<file path="config.mk">
export PLATFORM = sky130hd
export DESIGN_NAME = bldc_gate_drive
export DESIGN_NICKNAME = d
export VERILOG_FILES = /design/src/rtl/bldc_gate_pkg.sv /design/src/rtl/bldc_comm_decode.sv /design/src/rtl/bldc_ilim_blank.sv /design/src/rtl/bldc_leg_guard.sv /design/src/rtl/bldc_gate_drive.sv
export SDC_FILE = /design/constraint.sdc
export NUM_CORES = 1
export LEC_CHECK = 0
export ABC_AREA = 1
export BUFFER_PORTS_ARGS = -buffer_cell sky130_fd_sc_hd__buf_2
export CAP_MARGIN = 25
export CORE_AREA = 2 2 40 78
export DETAILED_ROUTE_END_ITERATION = 6
export DIE_AREA = 0 0 42 80
export GPL_TIMING_DRIVEN = 1
export PLACE_DENSITY = 0.79
export SLEW_MARGIN = 20
export SYNTH_ARGS = -nofsm -noshare
export SYNTH_HDL_FRONTEND = slang
export SYNTH_SLANG_ARGS = --single-unit
</file>
<file path="constraint.sdc">
create_clock -name clk -period 2.7 [get_ports clk]
set_input_delay 0.27 -clock clk [delete_from_list [all_inputs] [get_ports clk]]
set_output_delay 0.27 -clock clk [all_outputs]
set_load 0.02 [all_outputs]
</file>
<file path="src/rtl/bldc_gate_pkg.sv">
package bldc_gate_pkg;

    localparam int NUM_LEGS  = 3;
    localparam int NUM_STEPS = 6;

    typedef logic [2:0] phase_idx_t;
    typedef logic [NUM_LEGS-1:0] leg_vec_t;

    typedef struct packed {
        leg_vec_t hi;
        leg_vec_t lo;
    } bridge_req_t;

    // Step pattern: one high-side leg and one low-side leg, bit 0 = phase A.
    function automatic bridge_req_t comm_pattern(input phase_idx_t idx, input logic rev);
        bridge_req_t r;
        phase_idx_t  eff;
        r   = '0;
        eff = idx;
        if (idx < phase_idx_t'(NUM_STEPS)) begin
            if (rev) eff = phase_idx_t'(NUM_STEPS - 1) - idx;
            case (eff)
                3'd0: begin r.hi = 3'b001; r.lo = 3'b010; end
                3'd1: begin r.hi = 3'b001; r.lo = 3'b100; end
                3'd2: begin r.hi = 3'b010; r.lo = 3'b100; end
                3'd3: begin r.hi = 3'b010; r.lo = 3'b001; end
                3'd4: begin r.hi = 3'b100; r.lo = 3'b001; end
                3'd5: begin r.hi = 3'b100; r.lo = 3'b010; end
                default: r = '0;
            endcase
        end
        return r;
    endfunction

endpackage

</file>
<file path="src/rtl/bldc_comm_decode.sv">
module bldc_comm_decode
    import bldc_gate_pkg::*;
(
    input  phase_idx_t  phase_idx,
    input  logic        dir_rev,
    input  logic        brake_n,
    input  logic        uv_flag,
    input  logic        blank_active,
    input  logic        pwm_gate,
    output bridge_req_t req
);

    bridge_req_t pat;

    always_comb begin
        pat = comm_pattern(phase_idx, dir_rev);
        req = '0;
        if (uv_flag) begin
            req = '0;
        end else if (!brake_n) begin
            req.hi = '0;
            req.lo = '1;
        end else begin
            req.hi = pat.hi;
            req.lo = (blank_active || !pwm_gate) ? '0 : pat.lo;
        end
    end

endmodule

</file>
<file path="src/rtl/bldc_ilim_blank.sv">
module bldc_ilim_blank #(
    parameter int BLANK_CYC = 16
) (
    input  logic clk,
    input  logic rst,
    input  logic ilim_trip,
    output logic blank_active
);

    localparam int CW = $clog2(BLANK_CYC + 1);
    localparam logic [CW-1:0] LOAD = CW'(BLANK_CYC);

    logic [CW-1:0] cnt;

    always_ff @(posedge clk) begin
        if (rst) begin
            cnt <= '0;
        end else if (ilim_trip) begin
            cnt <= LOAD;
        end else if (cnt != '0) begin
            cnt <= cnt - 1'b1;
        end
    end

    assign blank_active = (cnt != '0);

    a_r7_trip_opens_window: assert property (@(posedge clk) disable iff (rst)
        ilim_trip |=> blank_active);

endmodule

</file>
<file path="src/rtl/bldc_leg_guard.sv">
module bldc_leg_guard #(
    parameter int DEAD_CYC = 4
) (
    input  logic clk,
    input  logic rst,
    input  logic req_hi,
    input  logic req_lo,
    output logic hi_q,
    output logic lo_q
);

    localparam int CW = $clog2(DEAD_CYC + 1);
    localparam logic [CW-1:0] SAT = CW'(DEAD_CYC);
    localparam logic [CW-1:0] THR = CW'(DEAD_CYC - 1);

    logic [CW-1:0] hi_off_cnt;
    logic [CW-1:0] lo_off_cnt;
    logic          hi_ok;
    logic          lo_ok;
    logic          hi_d;
    logic          lo_d;

    always_comb begin
        hi_ok = !lo_q && (lo_off_cnt >= THR);
        lo_ok = !hi_q && (hi_off_cnt >= THR);
        hi_d  = req_hi && !req_lo && (hi_q || hi_ok);
        lo_d  = req_lo && !req_hi && (lo_q || lo_ok);
    end

    always_ff @(posedge clk) begin
        if (rst) begin
            hi_q       <= 1'b0;
            lo_q       <= 1'b0;
            hi_off_cnt <= SAT;
            lo_off_cnt <= SAT;
        end else begin
            hi_q       <= hi_d;
            lo_q       <= lo_d;
            hi_off_cnt <= hi_q ? '0 : ((hi_off_cnt == SAT) ? SAT : hi_off_cnt + 1'b1);
            lo_off_cnt <= lo_q ? '0 : ((lo_off_cnt == SAT) ? SAT : lo_off_cnt + 1'b1);
        end
    end

    a_r9_leg_exclusive: assert property (@(posedge clk) disable iff (rst)
        !(hi_q && lo_q));

    a_r10_hi_gap: assert property (@(posedge clk) disable iff (rst)
        $rose(hi_q) |-> !$past(lo_q));

    a_r10_lo_gap: assert property (@(posedge clk) disable iff (rst)
        $rose(lo_q) |-> !$past(hi_q));

endmodule

</file>
<file path="src/rtl/bldc_gate_drive.sv">
module bldc_gate_drive
    import bldc_gate_pkg::*;
#(
    parameter int DEAD_CYC  = 4,
    parameter int BLANK_CYC = 16
) (
    input  logic       clk,
    input  logic       rst,
    input  logic [2:0] phase_idx,
    input  logic       dir_rev,
    input  logic       brake_n,
    input  logic       ilim_trip,
    input  logic       uv_flag,
    input  logic       pwm_gate,
    output logic [2:0] hs_n,
    output logic [2:0] ls,
    output logic       fault_n
);

    logic        blank_active;
    bridge_req_t req;
    leg_vec_t    hi_on;
    leg_vec_t    lo_on;

    bldc_ilim_blank #(.BLANK_CYC(BLANK_CYC)) u_blank (
        .clk          (clk),
        .rst          (rst),
        .ilim_trip    (ilim_trip),
        .blank_active (blank_active)
    );

    bldc_comm_decode u_decode (
        .phase_idx    (phase_idx),
        .dir_rev      (dir_rev),
        .brake_n      (brake_n),
        .uv_flag      (uv_flag),
        .blank_active (blank_active),
        .pwm_gate     (pwm_gate),
        .req          (req)
    );

    for (genvar g = 0; g < NUM_LEGS; g++) begin : g_leg
        bldc_leg_guard #(.DEAD_CYC(DEAD_CYC)) u_guard (
            .clk    (clk),
            .rst    (rst),
            .req_hi (req.hi[g]),
            .req_lo (req.lo[g]),
            .hi_q   (hi_on[g]),
            .lo_q   (lo_on[g])
        );
    end

    always_ff @(posedge clk) begin
        if (rst) fault_n <= 1'b1;
        else     fault_n <= !uv_flag;
    end

    assign hs_n = ~hi_on;
    assign ls   = lo_on;

    a_r8_uv_shutdown: assert property (@(posedge clk) disable iff (rst)
        uv_flag |=> (hs_n == 3'b111 && ls == 3'b000 && !fault_n));

    a_r6_brake_high_off: assert property (@(posedge clk) disable iff (rst)
        !brake_n |=> (hs_n == 3'b111));

    a_r7_low_blanked: assert property (@(posedge clk) disable iff (rst)
        (blank_active && brake_n) |=> (ls == 3'b000));

    a_r2_single_high: assert property (@(posedge clk) disable iff (rst)
        $onehot0(~hs_n));

endmodule

</file>
==> summary.md <==
| Metric | Value |
|---|---|
| Post-synth top area share | 36.8% |
| Chip Height | 80 µm |
| Final Max Tran Viols | 0 |
| Hold slack | 0.190 ns |
| Final Instance Count excl. Fillers | 273 |
| Starting Density | 59.6% |
| Worst Max-Slew Pin Slew | 0.267 ns |
| Vias after detailed routing | 1365 |
| Seq cells post-synth | 30 |
| HPWL Detailed | 2.25 mm |
| First-pass GRT wire length | 5.25 mm |
| Routed len/inst | 10.3 µm |
| Startpoint Class | flop |
| CP Class | reg2reg |
| CP required | 2.92 ns |
| CP peak stage delay | 0.34 ns |
| Synth top area cells | dfxtp_1 37%, ha_1 16%, nand2_1 10% |
| Commonest cells after routing, fill and taps aside | 44 x nand2_1, 42 x inv_1, 32 x nor2_1, 30 x dfxtp_1, 21 x ha_1 |
| Number of enable flip-flop cells after synthesis | 0 |
| Fin nets | 275 |
| I/O pins | 17 |
| Chip width | 42 µm |
| Mapped Area | 1630 µm² |
| Status | complete, no violations |
| Post-route DRC | 0 |
| Netlist cell types | 21 |
| ANT cells | 0 |
| Total leakage power | 0.983 nW |
| Crit-path cells | inv_1 -> ha_1 -> inv_1 -> nor2_2 -> nand2_2 -> nor2_1 -> nand3_1 -> nand2_1 -> nand2_1 -> nor2_2 |
| Fin Clk Skew | 0.00569 ns |
| FFs w/ async S/R, synth | 0% |
| Commonest non-fill, non-tap cell in the layout | nand2_1 |
| Post-Syn Instances | 226 |
| Crit end category | flop |
| Hold/Removal Path Class | in2reg |
| Share of cells above drive strength 1 | 14.8% |
| Biggest area consumer among synthesized cells | dfxtp_1 |
| Port-buffer cells | 16 |
| Syn Nets | 257 |
| Minimum clock period | 1.27 ns |
| Routed Wire Length | 2.81 mm |
| Clock net sink count | 30 |
| Synth Flop Type | dfxtp_1 |
| GR Util All Layers | 20.4% |
| Pwr/cell area | 528 nW/µm² |
| First DRT Iteration DRCs | 34 |
| Slowest cell on the critical path | dfxtp_1 |
| CORE AREA | 2740 µm² |
| Maximum clock path buffer count | 2 |
| Rows | 27 |
| R2R setup slack | 1.43 ns |
| Vias in the first global route | 1356 |
| Fillcell total | 267 |
| Cts-stage hold buffer count | 0 |
| Inst Count DP | 266 |
| Peak supply drop | 504 µV |
| DIE AREA | 3360 µm² |
| Max cap viols | 0 |
| Initial antenna violation count | 0 |
| CTS tree | done |
| Max frequency | 0.786 GHz |
| Slew headroom | 82.1% |
| Largest net degree at the start of global routing | 15 |
| Sequential share of the synthesized area | 36.8% |
| Worst-Skew Late Latency | 0.28 ns |
| Final hold violation count | 0 |
| TritonCTS buffer count | 5 |
| Cell Area, Placed | 1720 µm² |
| DR pass1 iterations | 4 |
| Final ANT Viol Nets | 0 |
| CTS resizes | 0 |
| H-tree Lvls | 2 |
| Total power | 0.947 mW |
| CP arrival | 1.50 ns |
| Final Cell Area | 1790 µm² |
| Reg clk slew, reported paths | 0.06 ns |
| Grt total ovfl | 0 |
| P&R area growth vs syn | 9.97% |
| Final Cycle Share | 47.1% |
| Synth Area per Inst | 7.22 µm² |
| Yosys warning count | 0 |
| Avg Vias per Cell | 5.00 |
| Post-CTS Setup Bufs | 0 |
| RSZ-0062 raised after global routing | no |
| Final setup fails | 0 |
| Final GP Congestion | 0.842 |
| CP Max Fanout | 6 |
| Setup TNS Final | 0 ns |
| Root buf cell | clkbuf_8 |
-- final timing paths --
path | from | cells after the start | to
worst max-delay path | u_blank.cnt[0] | 10 | g_leg[1].u_guard.lo_q
worst min-delay path | uv_flag | 2 | fault_n
worst min register to register | g_leg[0].u_guard.lo_off_cnt[0] | 1 | g_leg[0].u_guard.lo_off_cnt[0]
worst max register to register | u_blank.cnt[0] | 10 | g_leg[1].u_guard.lo_q
-- per-layer routing --
metal / wire (µm) / vias to the layer above / GRT usage, %
met1: 1020 / 612 / 17.9
met2: 1620 / 21 / 40.3
met4: 75 / 0 / 11.0
met3: 96 / 7 / 4.75
met5: 0 / - / 0
li1: - / 725 / -
-- critical path: cells and delay by family (launching register included) --
family	cells	cell delay (ns)
and+or+nand+nor	7	0.58
DFF	1	0.34
buffers and inverters	2	0.15
adders and majority gates	1	0.15
-- report_power, final --
part           switching [mW]  internal [mW]  leakage, nW
Combinational          0.0885         0.0532        0.695
Clock                   0.157          0.172       0.0438
Sequential             0.0149          0.461        0.244
-- metrics by stage --
| stage | util, % | worst slack [ns] |
|---|---|---|
| 6_report | 65.6 | 1.43 |
| 5_1_grt | 65.6 | 1.23 |
| 4_1_cts | 65.6 | 1.41 |
| 3_5_place_dp | 62.7 | 1.37 |
| 3_3_place_gp | 62.7 | 1.39 |
| 2_1_floorplan | - | 1.56 |
-- state kept, by name, summed over array words and instances, names as in the netlist --
signal                    flops
g_leg.u_guard.lo_q            3
g_leg.u_guard.hi_off_cnt      9
g_leg.u_guard.lo_off_cnt      9
u_blank.cnt                   5
g_leg.u_guard.hi_q            3
fault_n                       1
-- cells by family after synthesis --
group,count (synthesis),synth area share (%)
AND/OR/NAND/NOR,102,26.8
buffers and inverters,50,12.3
flip-flops,30,36.8
XOR/XNOR,1,0.537
adder cells (fa/ha/maj),21,16.1
AO/OA/AOI/OAI,22,7.36
-- cell type report --
type	instances	area, µm²	share of cell area [%]
Clock inverter	2	10.0	0.558
Timing Repair Buffer	16	80.1	4.46
Tap cell	29	36.3	2.02
Multi-Input combinational cell	146	830	46.2
Sequential cell	30	601	33.5
Inverter	45	169	9.41
Clock buffer	5	68.8	3.84
-- synthesized netlist by cell type (2+ instances only) --
| cell | count |
|---|---|
| o21ai_0 | 8 |
| buf_4 | 3 |
| nand3_1 | 12 |
| inv_2 | 3 |
| nor2_2 | 6 |
| a21oi_1 | 7 |
| nand2_1 | 44 |
| nor2_1 | 32 |
| nand2_2 | 2 |
| dfxtp_1 | 30 |
| nand3_2 | 2 |
| buf_2 | 2 |
| nor3_1 | 3 |
| a31oi_1 | 4 |
| ha_1 | 21 |
| inv_1 | 42 |
No activity file was read; power rests on OpenSTA's default activity.
